[config.mk]
export PLATFORM = sky130hd
export DESIGN_NAME = kw_supervisor
export DESIGN_NICKNAME = d
export VERILOG_FILES = /design/src/rtl/kw_pkg.sv /design/src/rtl/kw_client_tracker.sv /design/src/rtl/kw_key_seq.sv /design/src/rtl/kw_window_timer.sv /design/src/rtl/kw_reset_ctrl.sv /design/src/rtl/kw_supervisor.sv
export SDC_FILE = /design/constraint.sdc
export NUM_CORES = 1
export LEC_CHECK = 0
export BUFFER_PORTS_ARGS = -buffer_cell sky130_fd_sc_hd__buf_2
export CAP_MARGIN = 20
export CORE_MARGIN = 3
export CORE_UTILIZATION = 40
export CTS_CLUSTER_DIAMETER = 100
export DETAILED_ROUTE_END_ITERATION = 6
export SKIP_LAST_GASP = 1
export SLEW_MARGIN = 15
export SYNTH_ARGS = -nofsm -noshare
export SYNTH_HDL_FRONTEND = slang
export SYNTH_SLANG_ARGS = --single-unit
[constraint.sdc]
create_clock -name clk -period 2.6 [get_ports clk]
set_input_delay 0.52 -clock clk [delete_from_list [all_inputs] [get_ports clk]]
set_output_delay 0.52 -clock clk [all_outputs]
set_load 0.01 [all_outputs]
[src/rtl/kw_pkg.sv]
package kw_pkg;
  localparam logic [7:0] KEY_ARM    = 8'h5A;
  localparam logic [7:0] KEY_FIRE   = 8'hA5;
  localparam logic [7:0] CLEAR_CODE = 8'hC3;
  localparam int unsigned MIN_PULSE = 64;

  typedef enum logic {
    SEQ_IDLE  = 1'b0,
    SEQ_ARMED = 1'b1
  } seq_state_e;

  typedef struct packed {
    logic fire;
    logic fault;
  } seq_result_t;
endpackage

[src/rtl/kw_client_tracker.sv]
module kw_client_tracker #(
  parameter int unsigned N_CLIENTS = 4,
  parameter logic [N_CLIENTS-1:0] CLIENT_MASK = '1
) (
  input  logic                 clk,
  input  logic                 rst_n,
  input  logic [N_CLIENTS-1:0] alive_i,
  input  logic                 flush_i,
  output logic                 all_in_o
);
  logic [N_CLIENTS-1:0] seen_q;
  logic [N_CLIENTS-1:0] satisfied;

  for (genvar g = 0; g < N_CLIENTS; g++) begin : g_client
    always_ff @(posedge clk or negedge rst_n) begin
      if (!rst_n)       seen_q[g] <= 1'b0;
      else if (flush_i) seen_q[g] <= 1'b0;
      else if (alive_i[g]) seen_q[g] <= 1'b1;
    end
    assign satisfied[g] = seen_q[g] | ~CLIENT_MASK[g];
  end

  assign all_in_o = &satisfied;
endmodule

[src/rtl/kw_key_seq.sv]
module kw_key_seq
  import kw_pkg::*;
#(
  parameter int unsigned KEY_WINDOW = 16
) (
  input  logic        clk,
  input  logic        rst_n,
  input  logic        hold_i,
  input  logic        key_wr_i,
  input  logic [7:0]  key_data_i,
  output seq_result_t result_o
);
  localparam int unsigned KW = $clog2(KEY_WINDOW + 1);
  localparam logic [KW-1:0] WIN_LOAD = KW'(KEY_WINDOW - 1);

  seq_state_e    state_q, state_d;
  logic [KW-1:0] win_q, win_d;

  always_comb begin
    state_d        = state_q;
    win_d          = win_q;
    result_o.fire  = 1'b0;
    result_o.fault = 1'b0;
    if (hold_i) begin
      state_d = SEQ_IDLE;
      win_d   = '0;
    end else if (key_wr_i) begin
      case (state_q)
        SEQ_IDLE: begin
          if (key_data_i == KEY_ARM) begin
            state_d = SEQ_ARMED;
            win_d   = WIN_LOAD;
          end else begin
            result_o.fault = 1'b1;
          end
        end
        default: begin
          state_d = SEQ_IDLE;
          win_d   = '0;
          if (key_data_i == KEY_FIRE) result_o.fire  = 1'b1;
          else                        result_o.fault = 1'b1;
        end
      endcase
    end else if (state_q == SEQ_ARMED) begin
      if (win_q == '0) state_d = SEQ_IDLE;
      else             win_d   = win_q - 1'b1;
    end
  end

  always_ff @(posedge clk or negedge rst_n) begin
    if (!rst_n) begin
      state_q <= SEQ_IDLE;
      win_q   <= '0;
    end else begin
      state_q <= state_d;
      win_q   <= win_d;
    end
  end
endmodule

[src/rtl/kw_window_timer.sv]
module kw_window_timer #(
  parameter int unsigned TIMEOUT_CYCLES = 60_000_000
) (
  input  logic clk,
  input  logic rst_n,
  input  logic hold_i,
  input  logic restart_i,
  output logic expire_o
);
  localparam int unsigned CW = $clog2(TIMEOUT_CYCLES + 1);
  localparam logic [CW-1:0] RELOAD = CW'(TIMEOUT_CYCLES - 1);

  logic [CW-1:0] cnt_q;

  assign expire_o = (cnt_q == '0) && !hold_i && !restart_i;

  always_ff @(posedge clk or negedge rst_n) begin
    if (!rst_n)                       cnt_q <= RELOAD;
    else if (hold_i || restart_i)     cnt_q <= RELOAD;
    else if (cnt_q != '0)             cnt_q <= cnt_q - 1'b1;
  end
endmodule

[src/rtl/kw_reset_ctrl.sv]
module kw_reset_ctrl
  import kw_pkg::*;
#(
  parameter int unsigned RST_PULSE = 64
) (
  input  logic clk,
  input  logic rst_n,
  input  logic trigger_i,
  input  logic clear_i,
  output logic active_o,
  output logic safe_o,
  output logic sticky_o
);
  localparam int unsigned EFF_PULSE = (RST_PULSE < MIN_PULSE) ? MIN_PULSE : RST_PULSE;
  localparam int unsigned PW = $clog2(EFF_PULSE + 1);
  localparam logic [PW-1:0] PULSE_LOAD = PW'(EFF_PULSE - 1);

  logic          active_q;
  logic [PW-1:0] left_q;
  logic          safe_q, sticky_q;
  logic          fire;

  assign fire = trigger_i && !active_q;

  always_ff @(posedge clk or negedge rst_n) begin
    if (!rst_n) begin
      active_q <= 1'b0;
      left_q   <= '0;
    end else if (fire) begin
      active_q <= 1'b1;
      left_q   <= PULSE_LOAD;
    end else if (active_q) begin
      if (left_q == '0) active_q <= 1'b0;
      else              left_q   <= left_q - 1'b1;
    end
  end

  always_ff @(posedge clk or negedge rst_n) begin
    if (!rst_n) begin
      safe_q   <= 1'b0;
      sticky_q <= 1'b0;
    end else if (fire) begin
      safe_q   <= 1'b1;
      sticky_q <= 1'b1;
    end else if (clear_i && !active_q) begin
      safe_q   <= 1'b0;
      sticky_q <= 1'b0;
    end
  end

  assign active_o = active_q;
  assign safe_o   = safe_q;
  assign sticky_o = sticky_q;
endmodule

[src/rtl/kw_supervisor.sv]
module kw_supervisor
  import kw_pkg::*;
#(
  parameter int unsigned N_CLIENTS      = 4,
  parameter logic [N_CLIENTS-1:0] CLIENT_MASK = '1,
  parameter int unsigned TIMEOUT_CYCLES = 60_000_000,
  parameter int unsigned RST_PULSE      = 64,
  parameter int unsigned KEY_WINDOW     = 16,
  parameter int unsigned ADDR_W         = 4
) (
  input  logic                 clk,
  input  logic                 rst_n,
  input  logic                 wr_valid,
  output logic                 wr_ready,
  input  logic [ADDR_W-1:0]    wr_addr,
  input  logic [7:0]           wr_data,
  input  logic [N_CLIENTS-1:0] alive_i,
  output logic                 cpu_rst_o,
  output logic                 safe_o,
  output logic                 unexp_rst_o
);
  localparam logic [ADDR_W-1:0] KEY_ADDR = ADDR_W'(0);
  localparam logic [ADDR_W-1:0] CLR_ADDR = ADDR_W'(1);

  logic        rst_active;
  logic        xfer, key_wr, clr_wr;
  logic        all_in, service_ok, expire;
  seq_result_t seq_res;

  assign wr_ready = !rst_active;
  assign xfer     = wr_valid && wr_ready;
  assign key_wr   = xfer && (wr_addr == KEY_ADDR);
  assign clr_wr   = xfer && (wr_addr == CLR_ADDR) && (wr_data == CLEAR_CODE);

  kw_client_tracker #(
    .N_CLIENTS  (N_CLIENTS),
    .CLIENT_MASK(CLIENT_MASK)
  ) u_clients (
    .clk     (clk),
    .rst_n   (rst_n),
    .alive_i (alive_i),
    .flush_i (service_ok || rst_active),
    .all_in_o(all_in)
  );

  kw_key_seq #(
    .KEY_WINDOW(KEY_WINDOW)
  ) u_keys (
    .clk       (clk),
    .rst_n     (rst_n),
    .hold_i    (rst_active),
    .key_wr_i  (key_wr),
    .key_data_i(wr_data),
    .result_o  (seq_res)
  );

  assign service_ok = seq_res.fire && all_in;

  kw_window_timer #(
    .TIMEOUT_CYCLES(TIMEOUT_CYCLES)
  ) u_timer (
    .clk      (clk),
    .rst_n    (rst_n),
    .hold_i   (rst_active),
    .restart_i(service_ok),
    .expire_o (expire)
  );

  kw_reset_ctrl #(
    .RST_PULSE(RST_PULSE)
  ) u_rstctl (
    .clk      (clk),
    .rst_n    (rst_n),
    .trigger_i(expire || seq_res.fault),
    .clear_i  (clr_wr),
    .active_o (rst_active),
    .safe_o   (safe_o),
    .sticky_o (unexp_rst_o)
  );

  assign cpu_rst_o = rst_active;
endmodule

# Yosys cells after proc, flatten, opt, wreduce, memory -nomap -nowiden
# Index checks and enable logic that the tools add are counted.
# op_classes
addsub,3
n_eq_ne,6
muxes,37
n_reduce_logical,30
# ops
op,count
26-bit 2-to-1 mux,2
5-bit 2-to-1 mux,6
26-bit logical NOT,1
26-bit nonzero test,1
26-bit by 1-bit subtractor with 26-bit output (second input constant),1
1-bit 2-to-1 mux,24
7-bit 2-to-1 mux,3
8-bit equality test (second input constant),2
2-bit nonzero test,7
1-bit logical AND,9
8-bit by 7-bit equality test with 1-bit output (second input constant),1
7-bit logical NOT,1
7-bit by 1-bit subtractor with 7-bit output (second input constant),1
3-bit nonzero test,2
5-bit logical NOT,1
5-bit by 1-bit subtractor with 5-bit output (second input constant),1
4-bit by 1-bit equality test with 1-bit output (second input constant),1
4-bit logical NOT,1
2-bit 2-to-1 mux,2
4-bit AND reduction,1
3-bit by 2-bit != test with 1-bit output (second input constant),1
3-bit AND reduction,1
1-bit logical NOT,2
1-bit logical OR,2
2 further kinds,2
# totals
reg_bits,45
inputBits,19
output_inout_bits,4
word_cells,86

# Longest topological paths before layout
# depth
ltp_word,12
ltp_mapped,9
depth_no_buf,7

# By module
# Synthesis repeated with hierarchy kept, for this count alone.
# unflattened
hier_cells,270
area_unflattened_um2,2661.3
# by_module_without_submodules
mod,n_inst,cells_per_inst,area_each_um2,seq_area_each_um2
kw_window_timer,1,152,1457.6,671.9
kw_reset_ctrl,1,52,521.8,225.2
kw_key_seq,1,47,450.4,150.1
kw_client_tracker,1,9,148.9,100.1
kw_supervisor,1,10,82.6,0.0

# Worst setup path after synthesis
# No wires, ideal clock.
# synth_path
kind,input -> register
from,in wr_data[2]
to,reg u_rstctl.left_q[1]
setup_time_ps,136
arrival_ps,1903
t_required_ps,2464
slack_ps,561
cell_stages,5
n_path_buf,0
path_cell_list,or4bb_1 -> or2_2 -> o21ai_1 -> a2bb2oi_4 -> o211ai_1
# synth_between
elab_chain_len,12
word_cells_on_any_way,18
classes_between,eq/ne (3); mux (8); reduce/logical (7)
# synth_lines
element,line_no,source
from (decl),kw_supervisor.sv:16,"input logic [7:0] wr_data,"
8-bit equality test,kw_key_seq.sv:40,if (key_data_i == KEY_FIRE) result_o.fire = 1'b1;
1-bit 2-to-1 mux,kw_key_seq.sv:40,
1-bit 2-to-1 mux,kw_key_seq.sv:28,case (state_q)
2-bit 2-to-1 mux (*),kw_key_seq.sv:27,end else if (key_wr_i) begin
2-bit 2-to-1 mux (*),kw_key_seq.sv:24,if (hold_i) begin
1-bit logical AND,kw_supervisor.sv:57,assign service_ok = seq_res.fire && all_in;
1-bit logical NOT,kw_window_timer.sv:15,assign expire_o = (cnt_q == '0) && !hold_i && !restart_i;
1-bit logical AND,kw_window_timer.sv:15,
1-bit logical OR (*),kw_supervisor.sv:74,".trigger_i(expire || seq_res.fault),"
1-bit logical AND (*),kw_reset_ctrl.sv:23,assign fire = trigger_i && !active_q;
2-bit by 1-bit != test with 1-bit output (no source line) / 2-bit nonzero test (equally long branches),--,
2-bit AND reduction (no source line),--,
to (signal assigned),kw_reset_ctrl.sv:34,else left_q <= left_q - 1'b1;
to (decl),kw_reset_ctrl.sv:19,logic [PW-1:0] left_q;
# Mark *: on every way between the ends. The rest lies on a longest branch, timed or not.
# A chain may end at the register's enable or synchronous reset.

# Worst setup path in the final report
# layout_path
from,reg u_timer.cnt_q[0]
to,reg u_timer.cnt_q[19]
# layout_between
elab_chain_len,3
word_cells_on_any_way,5
classes_between,add/sub (1); mux (2); reduce/logical (2)
# layout_lines
element,line_no,source
from (decl),kw_window_timer.sv:13,logic [CW-1:0] cnt_q;
from (signal assigned),kw_window_timer.sv:20,else if (cnt_q != '0) cnt_q <= cnt_q - 1'b1;
26-bit by 1-bit subtractor with 26-bit output,kw_window_timer.sv:20,
26-bit 2-to-1 mux,kw_window_timer.sv:20,
26-bit 2-to-1 mux,kw_window_timer.sv:19,else if (hold_i || restart_i) cnt_q <= RELOAD;
# Parallel ways exist; a longest one is shown, timed or not. The select of a mux whose other input is x is not followed.

==> impl_summary.log <==
INFO  metric status = completed
INFO  metric design.portCount = 23
INFO  metric grt_first_pass_wirelength = 9.301 mm
INFO  metric tritoncts.num_buffers = 5
INFO  metric timing.critical_path.cells = inv_1 -> ha_1 -> nor3b_1 -> nand4_1 -> nor2_1 -> buf_4 -> or4_1 -> a21oi_1
INFO  metric worst-r2r-cell-count = 8
INFO  metric drt-total-wl = 5.358 mm
INFO  metric post_cts_hold_buffer_count = 0
INFO  metric r2r_start = u_timer.cnt_q[0]$_DFFE_PN1P_
INFO  metric netlist.area_leader.share = 26.97%
INFO  metric synth_sequential_area_ratio = 44.17%
INFO  metric synth_area_leaders = sky130_fd_sc_hd__dfrtp_1 27%, sky130_fd_sc_hd__dfstp_2 17%, sky130_fd_sc_hd__nor2_1 4.3%, sky130_fd_sc_hd__nand2_1 3.9%, sky130_fd_sc_hd__xnor2_1 2.7%
INFO  metric critPathRequiredTime = 2.83 ns
INFO  metric synth_fp_nets = 301
INFO  metric cpMaxStageDelayCell = sky130_fd_sc_hd__dfstp_2
INFO  metric synth_ff_type = sky130_fd_sc_hd__dfrtp_1
INFO  metric clkSinkCount = 45
INFO  metric cts-root-to-sink-buffers = 2
INFO  metric synth.lib_cells_used.distinct = 52
INFO  metric reg2reg_slack = 0.43 ns
INFO  metric global_route.usage.total = 15.34%
INFO  metric detailedPlacementHpwl = 3.758 mm
INFO  metric end_of_flow_core_utilization = 47.87%
INFO  metric tritoncts = yes
INFO  metric die_x = 86.59 um
INFO  metric finalNetCount = 329
INFO  metric std_cell_rows = 28
INFO  metric timing.critical_path.buf_inv = 2
INFO  metric yosysWarnings = 0
INFO  metric synth-edff-count = 0
INFO  metric filler_cell_count = 587
INFO  metric synthToLayoutAreaGrowth = 12.33%
INFO  metric vias = 2,117
INFO  metric ir_drop = 0.2595 mV
INFO  metric dpl-instance-area = 2835 um2
INFO  metric endpoint_kind_of_the_worst_setup_timing_path = flop
INFO  metric mostFrequentLayoutCells = 30 x sky130_fd_sc_hd__nor2_1, 28 x sky130_fd_sc_hd__dfrtp_1, 27 x sky130_fd_sc_hd__nand2_1, 22 x sky130_fd_sc_hd__buf_2, 17 x sky130_fd_sc_hd__dfstp_2
INFO  metric netlist_area = 2597 um2
INFO  metric clockRootBuffer = sky130_fd_sc_hd__clkbuf_8
INFO  metric crit_path_start_kind = flop
INFO  metric die_y = 86.59 um
INFO  metric post_cts_setup_buffers = 0
INFO  metric total_negative_slack = 0 ns
INFO  metric detailedRoute.firstPassIterationCount = 4
INFO  metric place.gp.congestion = 0.8056
INFO  metric synth_area_leader_cell = sky130_fd_sc_hd__dfrtp_1
INFO  metric class_of_the_tightest_hold_or_removal_check = in2async
INFO  metric worst_setup_hold_path_clk_slew = 0.09 ns
INFO  metric cts-htree-levels = 2
INFO  metric tightestPinTransition = 0.5923 ns
INFO  metric routed_via_density = 5.556
INFO  metric drive_above_1_share = 22.55%
INFO  metric drt_drc_violations_left = 0
INFO  metric die_area = 7497 um2
INFO  metric total_leakage_power = 1.126 nW
INFO  metric clock-skew-final = 0.005029 ns
INFO  metric min_period_over_period = 83.29%
INFO  metric antenna_found_initial = 0
INFO  metric post_synth_inst_count = 277
INFO  metric critical_path.max_fanout = 12
INFO  metric reg2reg_to = u_timer.cnt_q[19]$_DFFE_PN0P_
INFO  metric drt_iter0_drc = 83
INFO  metric worstSetupPathType = reg2reg
INFO  metric antennaDiodeCount = 0
INFO  metric timing.final.setup_violations = 0
INFO  metric layout_commonest_cell = sky130_fd_sc_hd__nor2_1
INFO  metric worst_skew_pair_later_pin_latency = 0.30 ns
INFO  metric grt_setup_unrepaired = false
INFO  metric max_slew_margin = 60.15%
INFO  metric layout.cell_area.non_filler = 2918 um2
INFO  metric async_reset_ff_share = 100.0%
INFO  metric timing.critical_path.max_delay_family = simple AND/OR/NAND/NOR gates
INFO  metric slew_viol_final = 0
INFO  metric worst_ep_arrival_time = 2.40 ns
INFO  metric max_cap_viol_count = 0
INFO  metric power.density = 401.0 nW/um2
INFO  metric maxClockFrequency = 461.8 MHz
INFO  metric finalCriticalPeriod = 2.165 ns
INFO  metric cells_resized_by_post_cts_repair = 0
INFO  metric cp_slowest_stage_delay = 0.54 ns
INFO  metric ant_nets = 0
INFO  metric register_bit_count_reported_by_yosys = 45
INFO  metric synth.avg_cell_area = 9.377 um2
INFO  metric grt_overflow_total = 0
INFO  metric routed_wire_length_per_instance = 14.06 um
INFO  metric hold_viol_final = 0
INFO  metric core_region_area = 6096 um2
INFO  metric first_global_vias = 1,973
INFO  metric initial_standard_cell_utilization_of_the_core = 42.61%
INFO  metric portBuffers = 22
INFO  metric grt_start_max_net_pins = 46
[per-stage QoR]
stage,std cells,hold WS (ns),setup slack (ns),power [mW]
2_1_floorplan,277,0.2244,0.5612,0.7218
3_3_place_gp,373,0.4679,0.3532,0.7558
3_5_place_dp,373,0.4730,0.3112,0.7561
4_1_cts,381,0.1934,0.4467,1.186
5_1_grt,381,0.1861,0.1944,1.221
6_report,381,0.1853,0.4345,1.170
[Yosys cell counts, types with 4 or more instances]
master and n:
sky130_fd_sc_hd__nand2_1 27, sky130_fd_sc_hd__xnor2_1 8, sky130_fd_sc_hd__or3_1 11, sky130_fd_sc_hd__o31ai_1 5, sky130_fd_sc_hd__o21ai_0 11, sky130_fd_sc_hd__buf_2 4
sky130_fd_sc_hd__ha_1 5, sky130_fd_sc_hd__nand3_1 9, sky130_fd_sc_hd__or4_1 4, sky130_fd_sc_hd__nor3_1 9, sky130_fd_sc_hd__nor2_1 30, sky130_fd_sc_hd__dfrtp_1 28
sky130_fd_sc_hd__or2_2 4, sky130_fd_sc_hd__clkbuf_1 5, sky130_fd_sc_hd__inv_1 9, sky130_fd_sc_hd__xor2_1 8, sky130_fd_sc_hd__dfstp_2 17, sky130_fd_sc_hd__a21oi_1 13
sky130_fd_sc_hd__nor4b_1 5, sky130_fd_sc_hd__nor4_1 8
[power by group]
group,leakage [nW],internal (mW),switching [mW]
Sequential,0.545,0.701,0.000445
Combinational,0.535,0.0175,0.0229
Clock,0.0450,0.187,0.241
[routing by layer]
| metal | wire, um | part of all wire [%] | GRT usage (%) |
|---|---|---|---|
| met5 | 0 | 0 | 0 |
| met4 | 57 | 1.1 | 3.541 |
| met3 | 212 | 4.0 | 4.278 |
| met2 | 2369 | 44 | 23.78 |
| met1 | 2720 | 51 | 21.42 |
[cell families after synthesis]
group,synth area share (%)
xor gates and xnor gates,5.395
DFF,44.17
buffers and inverters,3.950
adders and majority gates,2.408
AOI/OAI and AO/OA,12.77
and+or+nand+nor,31.31
[worst max-delay path by stage]
stage	cells after the start	to	from	slack, ns
after global routing	8	u_timer.cnt_q[19]$_DFFE_PN0P_	u_timer.cnt_q[0]$_DFFE_PN1P_	0.19
after floorplan	5	u_rstctl.left_q[1]$_DFFE_PN0P_	wr_data[2]	0.56
final	8	u_timer.cnt_q[19]$_DFFE_PN0P_	u_timer.cnt_q[0]$_DFFE_PN1P_	0.43
after global placement	6	u_rstctl.left_q[1]$_DFFE_PN0P_	wr_data[2]	0.35
after detailed placement	6	u_rstctl.left_q[1]$_DFFE_PN0P_	wr_data[2]	0.31
after CTS	8	u_timer.cnt_q[19]$_DFFE_PN0P_	u_timer.cnt_q[0]$_DFFE_PN1P_	0.45
[worst reg2reg max path, stage by stage (launching register included)]
cell and delay, ns:
sky130_fd_sc_hd__dfstp_2 0.54, sky130_fd_sc_hd__inv_1 0.06, sky130_fd_sc_hd__ha_1 0.30, sky130_fd_sc_hd__nor3b_1 0.19, sky130_fd_sc_hd__nand4_1 0.13, sky130_fd_sc_hd__nor2_1 0.08, sky130_fd_sc_hd__buf_4 0.19, sky130_fd_sc_hd__or4_1 0.47
sky130_fd_sc_hd__a21oi_1 0.15
[final cells by class]
| cell class | count | area (um2) | share of cell area (%) |
|---|---|---|---|
| Multi-Input combinational cell | 210 | 1348 | 46.18 |
| Timing Repair Buffer | 34 | 212.7 | 7.290 |
| Inverter | 9 | 33.78 | 1.158 |
| Sequential cell | 45 | 1147 | 39.32 |
| Clock inverter | 2 | 10.01 | 0.3431 |
| Tap cell | 75 | 93.84 | 3.216 |
| Clock buffer | 6 | 72.57 | 2.487 |
[sequential cells by signal, summed over array words and instances (netlist names)]
register             cells
u_clients.satisfied      4
u_rstctl.left_q          7
u_rstctl.safe_o          1
u_keys.win_q             5
u_timer.cnt_q           26
u_rstctl.active_o        1
u_keys.state_q           1
(Power assumes the default switching activity.)
